--- config.mk ---
export PLATFORM = sky130hd
export DESIGN_NAME = dual_edge_irq_ctrl
export DESIGN_NICKNAME = d
export VERILOG_FILES = /design/src/rtl/irq_pkg.sv /design/src/rtl/src_sync.sv /design/src/rtl/irq_bank.sv /design/src/rtl/reg_port.sv /design/src/rtl/dual_edge_irq_ctrl.sv
export SDC_FILE = /design/constraint.sdc
export NUM_CORES = 1
export LEC_CHECK = 0
export BUFFER_PORTS_ARGS = -buffer_cell sky130_fd_sc_hd__buf_2
export CORE_MARGIN = 2
export CORE_UTILIZATION = 60
export CTS_CLUSTER_DIAMETER = 50
export DETAILED_ROUTE_END_ITERATION = 7
export PLACE_DENSITY = 0.89
export SLEW_MARGIN = 20
export SYNTH_ARGS = -nofsm -noshare
export SYNTH_HDL_FRONTEND = slang
export SYNTH_SLANG_ARGS = --single-unit
--- constraint.sdc ---
create_clock -name clk_i -period 2.2 [get_ports clk_i]
set_input_delay 0.22 -clock clk_i [delete_from_list [all_inputs] [get_ports clk_i]]
set_output_delay 0.22 -clock clk_i [all_outputs]
set_load 0.02 [all_outputs]
--- src/rtl/irq_pkg.sv ---
package irq_pkg;
  localparam int unsigned GRP_W   = 8;
  localparam int unsigned NUM_GRP = 2;
  localparam int unsigned ADDR_W  = 8;

  typedef enum logic [2:0] {
    SEL_NONE,
    SEL_MASK0,
    SEL_MASK1,
    SEL_STAT0,
    SEL_STAT1
  } reg_sel_e;
endpackage

--- src/rtl/src_sync.sv ---
module src_sync #(
  parameter int unsigned N = 16
) (
  input  logic         clk_i,
  input  logic         rst_ni,
  input  logic [N-1:0] src_i,
  output logic [N-1:0] level_o,
  output logic [N-1:0] edge_o
);
  logic [N-1:0] meta_q, lvl_q, prev_q;

  for (genvar i = 0; i < N; i++) begin : g_bit
    always_ff @(posedge clk_i or negedge rst_ni) begin
      if (!rst_ni) begin
        meta_q[i] <= 1'b0;
        lvl_q[i]  <= 1'b0;
        prev_q[i] <= 1'b0;
      end else begin
        meta_q[i] <= src_i[i];
        lvl_q[i]  <= meta_q[i];
        prev_q[i] <= lvl_q[i];
      end
    end
    assign edge_o[i] = lvl_q[i] ^ prev_q[i];
  end

  assign level_o = lvl_q;

  // a change at the input reaches the level two edges later
  a_r4_sync_latency: assert property (@(posedge clk_i) disable iff (!rst_ni)
    (meta_q != lvl_q) |=> (lvl_q == $past(meta_q)));
endmodule

--- src/rtl/irq_bank.sv ---
module irq_bank #(
  parameter int unsigned W = 8
) (
  input  logic         clk_i,
  input  logic         rst_ni,
  input  logic         wr_mask_i,
  input  logic [W-1:0] wdata_i,
  input  logic         clr_i,
  input  logic [W-1:0] edge_i,
  output logic [W-1:0] mask_o,
  output logic [W-1:0] pend_o
);
  logic [W-1:0] mask_q, mask_d, pend_q, pend_d;

  always_comb begin
    mask_d = wr_mask_i ? wdata_i : mask_q;
    // new edge wins over a clear in the same cycle; mask gates immediately
    pend_d = mask_d & (edge_i | (pend_q & {W{~clr_i}}));
  end

  always_ff @(posedge clk_i or negedge rst_ni) begin
    if (!rst_ni) begin
      mask_q <= '0;
      pend_q <= '0;
    end else begin
      mask_q <= mask_d;
      pend_q <= pend_d;
    end
  end

  assign mask_o = mask_q;
  assign pend_o = pend_q;

  a_r6_masked_never_pending: assert property (@(posedge clk_i) disable iff (!rst_ni)
    (pend_q & ~mask_q) == '0);

  a_r7_clear_on_read: assert property (@(posedge clk_i) disable iff (!rst_ni)
    (clr_i && !wr_mask_i && edge_i == '0) |=> (pend_q == '0));

  a_r7_hold_until_read: assert property (@(posedge clk_i) disable iff (!rst_ni)
    (!clr_i && !wr_mask_i) |=> ((pend_q & $past(pend_q)) == $past(pend_q)));

  a_r8_edge_beats_clear: assert property (@(posedge clk_i) disable iff (!rst_ni)
    (clr_i && !wr_mask_i && (edge_i & mask_q) != '0) |=> (pend_q != '0));

  a_r9_mask_drops_pending: assert property (@(posedge clk_i) disable iff (!rst_ni)
    wr_mask_i |=> ((pend_q & ~$past(wdata_i)) == '0));
endmodule

--- src/rtl/reg_port.sv ---
module reg_port
  import irq_pkg::*;
#(
  parameter int unsigned         W        = GRP_W,
  parameter int unsigned         AW       = ADDR_W,
  parameter logic [AW-1:0]       MASK0_AD = 8'h5E,
  parameter logic [AW-1:0]       MASK1_AD = 8'h5F,
  parameter logic [AW-1:0]       STAT0_AD = 8'h60,
  parameter logic [AW-1:0]       STAT1_AD = 8'h61
) (
  input  logic                 clk_i,
  input  logic                 rst_ni,
  input  logic [AW-1:0]        addr_i,
  input  logic                 rd_i,
  input  logic                 wr_i,
  input  logic [1:0][W-1:0]    mask_i,
  input  logic [1:0][W-1:0]    level_i,
  output logic [1:0]           wr_mask_o,
  output logic [1:0]           clr_o,
  output logic [W-1:0]         rdata_o
);
  reg_sel_e     sel;
  logic [W-1:0] rdata_q, rmux;

  always_comb begin
    unique case (addr_i)
      MASK0_AD: sel = SEL_MASK0;
      MASK1_AD: sel = SEL_MASK1;
      STAT0_AD: sel = SEL_STAT0;
      STAT1_AD: sel = SEL_STAT1;
      default:  sel = SEL_NONE;
    endcase
  end

  always_comb begin
    case (sel)
      SEL_MASK0: rmux = mask_i[0];
      SEL_MASK1: rmux = mask_i[1];
      SEL_STAT0: rmux = level_i[0];
      SEL_STAT1: rmux = level_i[1];
      default:   rmux = '0;
    endcase
  end

  assign wr_mask_o[0] = wr_i && (sel == SEL_MASK0);
  assign wr_mask_o[1] = wr_i && (sel == SEL_MASK1);
  assign clr_o[0]     = rd_i && (sel == SEL_STAT0);
  assign clr_o[1]     = rd_i && (sel == SEL_STAT1);

  always_ff @(posedge clk_i or negedge rst_ni) begin
    if (!rst_ni)   rdata_q <= '0;
    else if (rd_i) rdata_q <= rmux;
  end

  assign rdata_o = rdata_q;

  a_r3_status_live: assert property (@(posedge clk_i) disable iff (!rst_ni)
    (rd_i && addr_i == STAT0_AD) |=> (rdata_o == $past(level_i[0])));

  a_r3_hold_without_read: assert property (@(posedge clk_i) disable iff (!rst_ni)
    !rd_i |=> $stable(rdata_o));

  a_r10_unmapped_zero: assert property (@(posedge clk_i) disable iff (!rst_ni)
    (rd_i && sel == SEL_NONE) |=> (rdata_o == '0));

  a_r2_single_strobe: assert property (@(posedge clk_i) disable iff (!rst_ni)
    $countones({wr_mask_o, clr_o}) <= 1);
endmodule

--- src/rtl/dual_edge_irq_ctrl.sv ---
module dual_edge_irq_ctrl
  import irq_pkg::*;
(
  input  logic                  clk_i,
  input  logic                  rst_ni,
  input  logic [NUM_GRP*GRP_W-1:0] src_i,
  input  logic [ADDR_W-1:0]     addr_i,
  input  logic                  rd_i,
  input  logic                  wr_i,
  input  logic [GRP_W-1:0]      wdata_i,
  output logic [GRP_W-1:0]      rdata_o,
  output logic                  irq_oe_o
);
  localparam int unsigned NSRC = NUM_GRP * GRP_W;

  logic [NSRC-1:0]             level, edges;
  logic [1:0][GRP_W-1:0]       mask, pend, level_g;
  logic [1:0]                  wr_mask, clr;

  src_sync #(.N(NSRC)) u_sync (
    .clk_i   (clk_i),
    .rst_ni  (rst_ni),
    .src_i   (src_i),
    .level_o (level),
    .edge_o  (edges)
  );

  for (genvar g = 0; g < NUM_GRP; g++) begin : g_bank
    assign level_g[g] = level[g*GRP_W +: GRP_W];
    irq_bank #(.W(GRP_W)) u_bank (
      .clk_i     (clk_i),
      .rst_ni    (rst_ni),
      .wr_mask_i (wr_mask[g]),
      .wdata_i   (wdata_i),
      .clr_i     (clr[g]),
      .edge_i    (edges[g*GRP_W +: GRP_W]),
      .mask_o    (mask[g]),
      .pend_o    (pend[g])
    );
  end

  reg_port #(.W(GRP_W), .AW(ADDR_W)) u_regs (
    .clk_i     (clk_i),
    .rst_ni    (rst_ni),
    .addr_i    (addr_i),
    .rd_i      (rd_i),
    .wr_i      (wr_i),
    .mask_i    (mask),
    .level_i   (level_g),
    .wr_mask_o (wr_mask),
    .clr_o     (clr),
    .rdata_o   (rdata_o)
  );

  assign irq_oe_o = |pend;

  a_r6_no_spurious_irq: assert property (@(posedge clk_i) disable iff (!rst_ni)
    (!irq_oe_o && (edges & {mask[1], mask[0]}) == '0) |=> !irq_oe_o);

  a_r4_edge_raises_irq: assert property (@(posedge clk_i) disable iff (!rst_ni)
    ((edges & {mask[1], mask[0]}) != '0 && !wr_i) |=> irq_oe_o);

  a_r10_protocol: assert property (@(posedge clk_i) disable iff (!rst_ni)
    !(rd_i && wr_i));
endmodule

---- Word level (Yosys, flattened, before mapping) ----
Index checks and enable logic that the tools add are counted.
word-level totals
  bits in registers ....................... 88
  bits in latches ......................... 0
  RAM bits ................................ 0
  memory bits (read-only) ................. 0
  input port bits ......................... 36
  output and inout port bits .............. 9
  word-level logic and storage cells ...... 94
  memories ................................ 0
operators by class
  add/subtract/negate cells ............... 0
  $mul .................................... 0
  divide/modulo/power cells ............... 0
  $lt $le $gt $ge ......................... 0
  equality and inequality tests ........... 8
  shift-type cells ........................ 0
  mux-type cells .......................... 4
  bitwise gates (word level) .............. 24
  reduce and logical (&&, ||, !) cells .... 5
operators by type and width
  operator              count
  $and A8 B8 Y8         4
  $eq A8 B7 Y1 const B  4
  $pmux W8 S4           1
  $mux W8               2
  $or A8 B8 Y8          2
  $reduce_or A16 Y1     1
  $xor A1 B1 Y1         16
  $pmux W3 S4           1
  $eq A3 B2 Y1 const B  2
  $logic_and A1 B1 Y1   4
  $eq A3 B1 Y1 const B  1
  $eq A3 B3 Y1 const B  1
  $not A1 Y1            2

---- Depth between registers and ports, before layout ----
Gate-level depths: netlist of run 1.
  word-level depth ........................ 8
  mapped depth ............................ 6
  depth with buffers taken out ............ 5

---- By module ----
A second synthesis of run 1 with hierarchy kept.
second synthesis, totals
  cells, all modules ...................... 244
  area total of the unflattened synthesis .. 3398.3 sq um
modules (own cells, without submodules)
  module              times used  cells each  area each (sq um)
  src_sync            1           64          1341.3
  irq_bank            2           41          641.9
  reg_port            1           93          742.0
  dual_edge_irq_ctrl  1           5           31.3

---- Worst setup path after synthesis of run 1 ----
OpenSTA, ideal clock, no wires.
  path type ............................... input to register
  start ................................... in addr_i[7]
  end ..................................... reg g_bank[0].u_bank.pend_q[0]
  data arrival time ....................... 1.387 ns
  data required time ...................... 2.078 ns
  slack ................................... 0.691 ns
  cell stages on the path ................. 5
  path buffers ............................ 0
  cells stage by stage .................... nand4bb_1 > nor4b_4 > nand2_1 > a21oi_1 > a21oi_1
between the ends
  longest elaborated chain between the ends .. 8
  elaborated cells on any way between the ends .. 14
  those cells by class .................... eq/ne (6); mux (2); bitwise (4); reduce/logical (2)
RTL lines
  element                               RTL line                 text
  start: declaration                    dual_edge_irq_ctrl.sv:7  input logic [ADDR_W-1:0] addr_i,
  $eq A8 B7 Y1                          reg_port.sv:26           unique case (addr_i)
  $pmux W3 S4 (*)                       reg_port.sv:26
  $eq A3 B2 Y1                          reg_port.sv:47           assign clr_o[0] = rd_i && (sel == SEL_STAT0);
  $logic_and A1 B1 Y1                   reg_port.sv:47
  $not A1 Y1                            irq_bank.sv:18           pend_d = mask_d & (edge_i | (pend_q & {W{~clr_i}}));
  $and A8 B8 Y8                         irq_bank.sv:18
  $or A8 B8 Y8                          irq_bank.sv:18
  $and A8 B8 Y8 (*)                     irq_bank.sv:18
  named net g_bank[0].u_bank.pend_d[0]  irq_bank.sv:13           logic [W-1:0] mask_q, mask_d, pend_q, pend_d;
  end signal: assignment                irq_bank.sv:27           pend_q <= pend_d;
  end: declaration                      irq_bank.sv:13
Mark *: on every way through the listed nets, which the timed path passes. The rest lies on a longest branch.
A chain may end at the register's enable or synchronous reset.

---- Worst setup path after layout of run 1 ----
  start ................................... reg g_bank[0].u_bank.pend_q[2]
  end ..................................... out irq_oe_o
between the ends
  longest elaborated chain between the ends .. 1
RTL lines
  element            RTL line                  text
  $reduce_or A16 Y1  dual_edge_irq_ctrl.sv:55  assign irq_oe_o = |pend;
  end: declaration   dual_edge_irq_ctrl.sv:12  output logic irq_oe_o
Every way passes these cells.

==> results.toml, run 1 <==
[critical_path]
rr_startpoint = "u_sync.level_o[2]$_DFF_PN0_"
r2r_end = "u_regs.rdata_o[2]$_DFFE_PN0P_"
cpPeakStageDelay_ns = 0.40
worstPathArrival_ns = 1.50
ff2ff_path_depth = 3
crit_path_start_kind = "flop"
worstPathMaxFanout = 2
reg2reg_slack_ns = 1.08
cp-end-kind = "output port"
cpMaxStageDelayCell = "dfrtp_1"
path_cells = "nor4_1, nand4_1, buf_2"
cp.required_ns = 1.98
worstSetupPathType = "reg -> out"

[synthesis]
synth_area_um2 = 3141
syn_area_per_cell_um2 = 14.02
synth_top_cell_by_area = "dfrtp_1"
yosysWarnings = 0
synth.most_common_cell = "dfrtp_1"
syn-num-nets = 260
async_reset_ff_frac = 1.000
yosys-top-cells-area = "dfrtp_1, nand2_1, mux2_2"
synth_edf_count = 0
yosysSeqAreaShare = 0.7012
syn-instance-count = 224
ys_ff_latch = 88
yosys-top-cells-count = "dfrtp_1, nand2_1, a21oi_1, inv_1"
synth_top_family_by_area = "compound AO/OA/AOI/OAI gates"
synth_mux_area_frac = 0.02869
synthSimpleGateAreaFrac = 0.1052
synth-main-ff-cell = "dfrtp_1"
synth_compound_area_frac = 0.1068
synth_adder_area_share = 0
yosysUniqueCellTypes = 25
synth_xor_area_frac = 0.04462
synth_top_area_share = 0.7012

[power]
switchingPower_w = 0.0006931
seq_power_share = 0.511
power.density_nw_per_um2 = 855.9
irDropWorstVdd_mv = 0.5502
power_leakage_nw = 1.852
power.share.clock = 0.428
combPwrFrac = 0.061
p_int_w = 0.002678
p_total_w = 0.003371
p_sw_frac = 0.2056

[route]
routed_wl_um = 6748
wire_per_inst_um = 17.99
drc = 0
firstDrtPassIters = 4
vias = 2100
drtIter0Drc = 207
viasPerCell = 5.600
drtAntennaViolNets = 0

[timing]
worst_slew_pin_slew_ns = 0.5525
skew_ns = 0.01234
period_needed_ns = 1.724
rsz0062_at_grt = "no"
setup_tns_ns = 0
max_freq_mhz = 580.2
report.final.slew_viol_count = 0
slew_headroom = 0.6317
holdWs_ns = 0.1253
hold_viol_final = 0
post-route-period-util = 0.7834
setup_viol = 0

[cts]
root_buffer = "clkbuf_8"
cts_tree = "done"
cts-buffers-inserted = 9
cts_resized = 0
postCtsSetupRepairBufs = 0
cts_sinks = 88
clkTransAtPathRegs_ns = 0.09
cts_buffer_depth = 2
h-tree-depth = 3
clock_latency_ns = 0.35

[cells_and_area]
drive_gt1_frac = 0.2623
diodes = 0
layout.nets = 336
area_delta_synth_final_pct = 25.42
stdcell_count = 375

[job]
drv_cap = 0

[floorplan]
die_w_um = 76.35
row_count = 26
die_h_um = 76.35
initial_core_util = 0.6188
ioPinCount = 45
core_um2 = 5075
fp.dieArea_um2 = 5829

[worst_hold_path]
hp-start = "wdata_i[2]"
min_path_type = "in -> reg"
min_to = "g_bank[0].u_bank.mask_o[2]$_DFF_PN0_"
holdPathStages = 3

[placed_design]
gp_congestion = 0.8588
port_buffers = 44
place_inst = 342
dpl.hpwl_um = 4169

[run_status]
status = "finished, final reports clean"

[global_route]
overflow = 0
grt_pass1_vias = 2241
antenna_found_initial = 0
grt_max_degree = 48
grt_usage = 0.2535
grt_pass1_wl_um = 11010
[sequential cells by signal, indices dropped and copies added, names as in the netlist]
name and flops:
u_sync.prev_q 16, u_regs.rdata_o 8, g_bank.u_bank.mask_o 16, u_sync.meta_q 16, u_sync.level_o 16, g_bank.u_bank.pend_o 16
[how the worst max path moves through the flow]
stage                                    startpoint                                   end  slack, ns  cells after the start
2_1_floorplan                             addr_i[7]  g_bank[0].u_bank.pend_o[0]$_DFF_PN0_       0.69                      5
3_3_place_gp                              addr_i[4]  g_bank[1].u_bank.pend_o[2]$_DFF_PN0_       0.61                      6
3_5_place_dp                              addr_i[4]  g_bank[1].u_bank.pend_o[2]$_DFF_PN0_       0.54                      6
4_1_cts        g_bank[0].u_bank.pend_o[1]$_DFF_PN0_                              irq_oe_o       0.47                      3
5_1_grt        g_bank[0].u_bank.pend_o[1]$_DFF_PN0_                              irq_oe_o       0.41                      3
6_report       g_bank[0].u_bank.pend_o[2]$_DFF_PN0_                              irq_oe_o       0.48                      3
[critical path, delay by kind of cell (launching register included)]
| family | cells | cell delay, ns |
|---|---|---|
| and+or+nand+nor | 2 | 0.57 |
| DFF | 1 | 0.40 |
| buffers and inverters | 1 | 0.20 |
[cell families after synthesis]
family          Yosys count
flops                    88
simple gates             52
compound gates           49
xor+xnor                 16
buf+inv                  11
mux                       8
[final cells by class]
| type | instances | area [µm²] |
|---|---|---|
| Tap cell | 70 | 87.58 |
| Fill cell | 311 | 1136 |
| Sequential cell | 88 | 2202 |
| Inverter | 9 | 33.78 |
| Timing Repair Buffer | 67 | 450.4 |
| Clock inverter | 5 | 127.6 |
| Multi-Input combinational cell | 125 | 895.9 |
| Clock buffer | 11 | 141.4 |
[cell usage in the layout (no fill, tap or decap)]
master,n
a21boi_0,7
a21boi_1,1
a21oi_1,16
a221oi_1,8
a22o_1,8
and2_1,1
buf_12,1
buf_2,43
buf_4,6
bufinv_16,4
clkbuf_1,1
clkbuf_8,10
clkinvlp_4,1
dfrtp_1,88
dlygate4sd3_1,17
inv_1,9
mux2_2,8
nand2_1,35
nand2_4,1
nand3_4,1
nand4_1,1
nand4bb_1,1
nand4bb_4,1
nor2_1,2
nor3_4,2
nor4_1,5
nor4b_4,2
o21ai_1,1
o22ai_1,8
xnor2_1,8
xor2_1,8
[through the flow]
| step | setup slack [ns] | area, µm² | utilization |
|---|---|---|---|
| after global placement | 0.6095 | 3500 | 0.6896 |
| after detailed placement | 0.5450 | 3500 | 0.6896 |
| after floorplan | 0.6907 | 3141 | - |
| final | 0.4765 | 3939 | 0.7761 |
| after CTS | 0.4738 | 3939 | 0.7761 |
| after global routing | 0.4096 | 3939 | 0.7761 |
[power groups by stage]
stage          clock [W]  combinational (W)  sequential, W
3_3_place_gp           0           0.000171        0.00175
3_5_place_dp           0           0.000178        0.00175
6_report         0.00144           0.000204        0.00172
2_1_floorplan          0          0.0000790        0.00174
5_1_grt          0.00154           0.000224        0.00173
4_1_cts          0.00145           0.000206        0.00172
[routing by layer]
metal  track usage  routed length (µm)
met1        0.3505                2763
met3       0.05687                 421
met4        0.1327                 193
met2        0.3823                3370
met5             0                   0
[timing repair]
action | 4_1_cts | 5_1_grt
endpoints found under the hold margin | 57 | 0
hold buffers | 17 | 0
endpoints found under the setup margin | 0 | 0
Note: power is estimated with default switching activity, not from simulation.
==> inputs of run 2 (changes only) <==
Settings changed: ABC_AREA set to 1, CORE_UTILIZATION 60 to 56, PLACE_DENSITY 0.89 to 0.84.
Clock period 2.2 ns to 1.7 ns, I/O delays scaled along.
==> run 2 against run 1 <==
Clock skew decreased by 0.0040 ns. Sequential power increased by 30%. Clock-buffer cell count decreased by 2. Die area increased by 14%. Critical endpoint unchanged. Highest routed layer unchanged.
==> results.toml, run 2 <==
[run_status]
status = "finished, final reports clean"

[cells_and_area]
layout.nets = 427
nFillCells = 427
layout_commonest_cell = "nand2_1"
regArea_um2 = 2202
multi_input_area_um2 = 998.5
diodes = 0
drive_gt1_frac = 0.2071
finish.utilization = 0.6965
final_cell_mix = "nand2_1, dfrtp_1, buf_2"
area_delta_synth_final_pct = 21.26

[cts]
cts_buffer_depth = 2
postCtsSetupRepairBufs = 0
cts_sinks = 88
cts-buffers-inserted = 9
h-tree-depth = 3
root_buffer = "clkbuf_8"
cts_tree = "done"
clkTransAtPathRegs_ns = 0.09
clock_latency_ns = 0.36

[timing]
worst_slew_pin_slew_ns = 0.5411
max_freq_mhz = 616.6
slew_headroom = 0.6388
skew_ns = 0.008386
setup_viol = 0
period_needed_ns = 1.622
holdWs_ns = 0.1037
post-route-period-util = 0.9539
hold_viol_final = 0
report.final.slew_viol_count = 0
rsz0062_at_grt = "no"
setup_tns_ns = 0

[job]
drv_cap = 0

[floorplan]
core_um2 = 5851
initial_core_util = 0.5744
row_count = 28
die_h_um = 81.47
die_w_um = 81.47
ioPinCount = 45
fp.dieArea_um2 = 6637

[power]
power_leakage_nw = 2.180
power.density_nw_per_um2 = 977.9
irDropWorstVdd_mv = 0.7654
p_total_w = 0.003985

[route]
drc = 0
vias = 2358
routed_wl_um = 6126
drtIter0Drc = 227
wire_per_inst_um = 13.01
viasPerCell = 5.006
drtAntennaViolNets = 0
firstDrtPassIters = 4

[critical_path]
cp.required_ns = 1.53
rr_startpoint = "u_sync.level_o[11]$_DFF_PN0_"
worstSetupStartpoint = "g_bank[0].u_bank.pend_o[1]$_DFF_PN0_"
r2r_end = "g_bank[1].u_bank.pend_o[3]$_DFF_PN0_"
endpoint = "irq_oe_o"
crit_path_start_kind = "flop"
worstPathArrival_ns = 1.45
worstPathMaxFanout = 2
worstSetupPathType = "reg -> out"
reg2reg_slack_ns = 0.76
cp-end-kind = "output port"
ff2ff_path_depth = 4

[synthesis]
synth_area_um2 = 3361
syn-instance-count = 318
yosys-top-cells-count = "nand2_1, dfrtp_1, nand3_1, inv_1, o21ai_0"
yosysSeqAreaShare = 0.6552
yosysUniqueCellTypes = 19
synth_top_cell_by_area = "dfrtp_1"
ys_ff_latch = 88
synth.most_common_cell = "nand2_1"
synth_edf_count = 0
async_reset_ff_frac = 1.000
syn_area_per_cell_um2 = 10.57
yosys-top-cells-area = "dfrtp_1, nand2_1, nand3_1"
syn-num-nets = 354
synth-main-ff-cell = "dfrtp_1"
synth_top_area_share = 0.6552
yosysWarnings = 0

[global_route]
grt_pass1_vias = 2153
grt_usage = 0.2121
overflow = 0
antenna_found_initial = 0
grt_pass1_wl_um = 10230
grt_max_degree = 37

[placed_design]
port_buffers = 44
gp_congestion = 0.8400
dpl.hpwl_um = 4341

[worst_hold_path]
min_path_type = "in -> reg"
holdPathStages = 3
run 2: metal layers:
metal / vias to the layer above / wire length, µm / track usage / share of wire
met1: 1112 / 2921 / 0.3039 / 0.48
met4: 0 / 123 / 0.09661 / 0.020
met2: 69 / 2806 / 0.3148 / 0.46
met5: - / 0 / 0 / 0
met3: 12 / 274 / 0.04396 / 0.045
li1: 1165 / - / - / -
run 2: area by class of cell:
class / count / area share
timing repair buffer: 68 / 0.1124
clock buffer: 9 / 0.03040
multi-input combinational: 192 / 0.2450
sequential: 88 / 0.5404
clock inverter: 7 / 0.01934
inverter: 32 / 0.02947
tap: 75 / 0.02303
run 2: what timing repair did:
item                                    CTS  global route
gates resized for setup                   0             0
hold buffers                             17             0
endpoints found under the setup margin    0             0
hold endpoints to repair                 44             0
run 2: kinds of logic after synthesis:
family | Yosys count | synth area share
compound gates | 40 | 0.06404
xor+xnor | 16 | 0.04170
buf+inv | 38 | 0.04765
simple gates | 136 | 0.1914
flops | 88 | 0.6552
run 2: how the worst min path moves through the flow:
stage	startpoint	to	slack (ns)
after global placement	rst_ni	u_regs.rdata_o[6]$_DFFE_PN0P_	0.12
after CTS	wdata_i[4]	g_bank[1].u_bank.mask_o[4]$_DFF_PN0_	0.09
after floorplan	rst_ni	g_bank[0].u_bank.mask_o[0]$_DFF_PN0_	-0.13
after global routing	wdata_i[4]	g_bank[1].u_bank.mask_o[4]$_DFF_PN0_	0.10
final	wdata_i[4]	g_bank[1].u_bank.mask_o[4]$_DFF_PN0_	0.10
after detailed placement	rst_ni	u_regs.rdata_o[5]$_DFFE_PN0P_	0.12
run 2: report_power, final:
group / internal, W / leakage, nW / total [W] / switching, W
clock: 0.000693 / 0.0929 / 0.00144 / 0.000750
sequential: 0.00218 / 1.11 / 0.00223 / 0.0000483
combinational: 0.000137 / 0.973 / 0.000315 / 0.000178
total: 0.00301 / 2.18 / 0.00398 / 0.000976
run 2: worst max-delay path, stage by stage (launching register included):
cell	delay [ns]
dfrtp_1	0.38
nor4_1	0.37
nand4_1	0.16
buf_2	0.19
run 2: stage by stage:
stage | std cells | setup WS (ns) | area (µm²)
finish | 471 | 0.07832 | 4075
global route | 471 | 0.06738 | 4075
CTS | 471 | 0.07858 | 4075
detailed placement | 438 | 0.3541 | 3702
global placement | 438 | 0.3821 | 3702
floorplan | 318 | 0.6163 | 3361
==> inputs of run 3 (changes only) <==
Settings changed: BUFFER_PORTS_ARGS -buffer_cell sky130_fd_sc_hd__buf_2 to -buffer_cell sky130_fd_sc_hd__buf_4, PLACE_DENSITY 0.84 to unset, PLACE_DENSITY_LB_ADDON set to 0.12.
Clock period 1.7 ns to 1.6 ns, I/O delays scaled along.
==> run 3 against run 2 <==
Critical path depth did not move. Total power rose by 7.5%. Clock-buffer cell count rose by 1. Die area did not move. Routed wire length rose by 0.42%. Global-route usage rose by 0.12 points. Via count fell by 1.2%. First-iteration DRC count fell by 44%. Highest routed layer unchanged. Design area rose by 3.2%. Non-clock buffer count fell by 1. Utilization rose by 2.2 points.
==> results.toml, run 3 (synthesis results as in run 2) <==
[run_status]
status = "finished, final reports clean"

[global_route]
grt_max_degree = 89
antenna_found_initial = 0
overflow = 0
grt_pass1_wl_um = 10350
grt_pass1_vias = 2177
grt_usage = 0.2133

[critical_path]
crit_path_start_kind = "flop"
cpPeakStageDelay_ns = 0.41
worstSetupPathType = "reg -> out"
path_cells = "nor4_2, nand4_1, buf_4"
cpMaxStageDelayCell = "dfrtp_1"
cp.required_ns = 1.44
cp-end-kind = "output port"
worstPathMaxFanout = 2
worstPathArrival_ns = 1.41

[timing]
skew_ns = 0.01089
slew_headroom = 0.6800
worst_slack_ns = 0.03194
post-route-period-util = 0.9800
period_needed_ns = 1.568
report.final.slew_viol_count = 0
hold_viol_final = 0
worst_slew_pin_slew_ns = 0.4795
max_freq_mhz = 637.7
setup_viol = 0
rsz0062_at_grt = "yes"

[floorplan]
die_w_um = 81.47
fp.dieArea_um2 = 6637
ioPinCount = 45
initial_core_util = 0.5744
die_h_um = 81.47
row_count = 28
core_um2 = 5851

[placed_design]
dpl.hpwl_um = 4278
gp_congestion = 0.8016
port_buffers = 44
pre_cts_ws_ns = 0.1428

[cts]
cts_sinks = 88
cts_tree = "done"
cts-buffers-inserted = 9
clock_latency_ns = 0.35
clkTransAtPathRegs_ns = 0.09
root_buffer = "clkbuf_8"
cts_buffer_depth = 2
h-tree-depth = 3

[cells_and_area]
diodes = 0
nFillCells = 463
drive_gt1_frac = 0.2127
finish.utilization = 0.7186
final_cell_mix = "nand2_1, dfrtp_1, buf_4"
layout.nets = 426
area_delta_synth_final_pct = 25.09
layout_commonest_cell = "nand2_1"

[route]
drc = 0
vias = 2330
wire_per_inst_um = 13.09
routed_wl_um = 6152
viasPerCell = 4.957
drtAntennaViolNets = 0
firstDrtPassIters = 4
drtIter0Drc = 127

[power]
power.density_nw_per_um2 = 1019
power_leakage_nw = 2.228
irDropWorstVdd_mv = 0.8765

[job]
drv_cap = 0

[worst_hold_path]
min_path_type = "in -> reg"
-- run 3: cell types whose count changed in the layout (fill, tap and decap cells not counted) --
cell,previous run,this run
clkinv_4,0,1
nor4_2,0,2
inv_6,3,2
buf_2,43,0
clkbuf_8,9,10
clkinvlp_4,3,0
nor4_4,0,1
nor4_1,4,1
buf_4,7,49
clkinv_2,0,2
-- run 3: metrics by stage --
stage | power (W) | hold WS, ns | setup TNS (ns) | cells | cell area (µm²)
2_1_floorplan | 0.002557 | -0.1356 | 0 | 318 | 3361
3_3_place_gp | 0.002732 | 0.2274 | 0 | 437 | 3802
3_5_place_dp | 0.002741 | 0.2297 | 0 | 437 | 3802
4_1_cts | 0.004316 | 0.08667 | -0.008257 | 470 | 4189
5_1_grt | 0.004477 | 0.09568 | -0.07643 | 470 | 4204
6_report | 0.004285 | 0.09397 | 0 | 470 | 4204
-- run 3: report_power, final --
part | total [W] | switching (W) | internal, W
logic | 0.000362 | 0.000186 | 0.000177
registers | 0.00237 | 0.0000534 | 0.00231
clock network | 0.00155 | 0.000781 | 0.000773
-- run 3: final timing paths --
kind	start	endpoint	slack [ns]	cells past startpoint
setup / recovery	g_bank[1].u_bank.pend_o[5]$_DFF_PN0_	irq_oe_o	0.03	3
hold / removal	rd_i	u_regs.rdata_o[1]$_DFFE_PN0P_	0.09	3
setup reg to reg	u_sync.level_o[3]$_DFF_PN0_	u_regs.rdata_o[3]$_DFFE_PN0P_	0.67	4
hold reg to reg	u_sync.meta_q[15]$_DFF_PN0_	u_sync.level_o[15]$_DFF_PN0_	0.35	0
max in group asynchronous	rst_ni	u_sync.level_o[3]$_DFF_PN0_	0.88	3
min in group asynchronous	rst_ni	g_bank[0].u_bank.mask_o[7]$_DFF_PN0_	0.35	3
-- run 3: worst max-delay path, delay by kind of cell (launching register included) --
kind | cells | cell delay, ns
buffers and inverters | 1 | 0.19
DFF | 1 | 0.41
and+or+nand+nor | 2 | 0.45
-- run 3: timing repair --
action,CTS,global route
buffers inserted,0,0
endpoints found under the hold margin,104,0
hold buffers,17,0
setup endpoints to repair,1,1
pin swaps,0,1
gates resized for setup,2,2
gates cloned,0,0
-- run 3: layer usage --
metal,routed length (µm),up-vias,track usage
met4,38,0,0.06949
met3,350,7,0.05824
met2,2815,54,0.3180
met1,2947,1107,0.3073
li1,-,1162,-
met5,0,-,0
-- run 3: cell type report --
type                       count  area, µm²  area share
clock buffer                  10      137.6     0.03274
multi-input combinational    192       1026      0.2440
tap                           75      93.84     0.02232
clock inverter                 6      66.31     0.01577
timing repair buffer          67      558.0      0.1327
sequential                    88       2202      0.5238
inverter                      32      120.1     0.02857
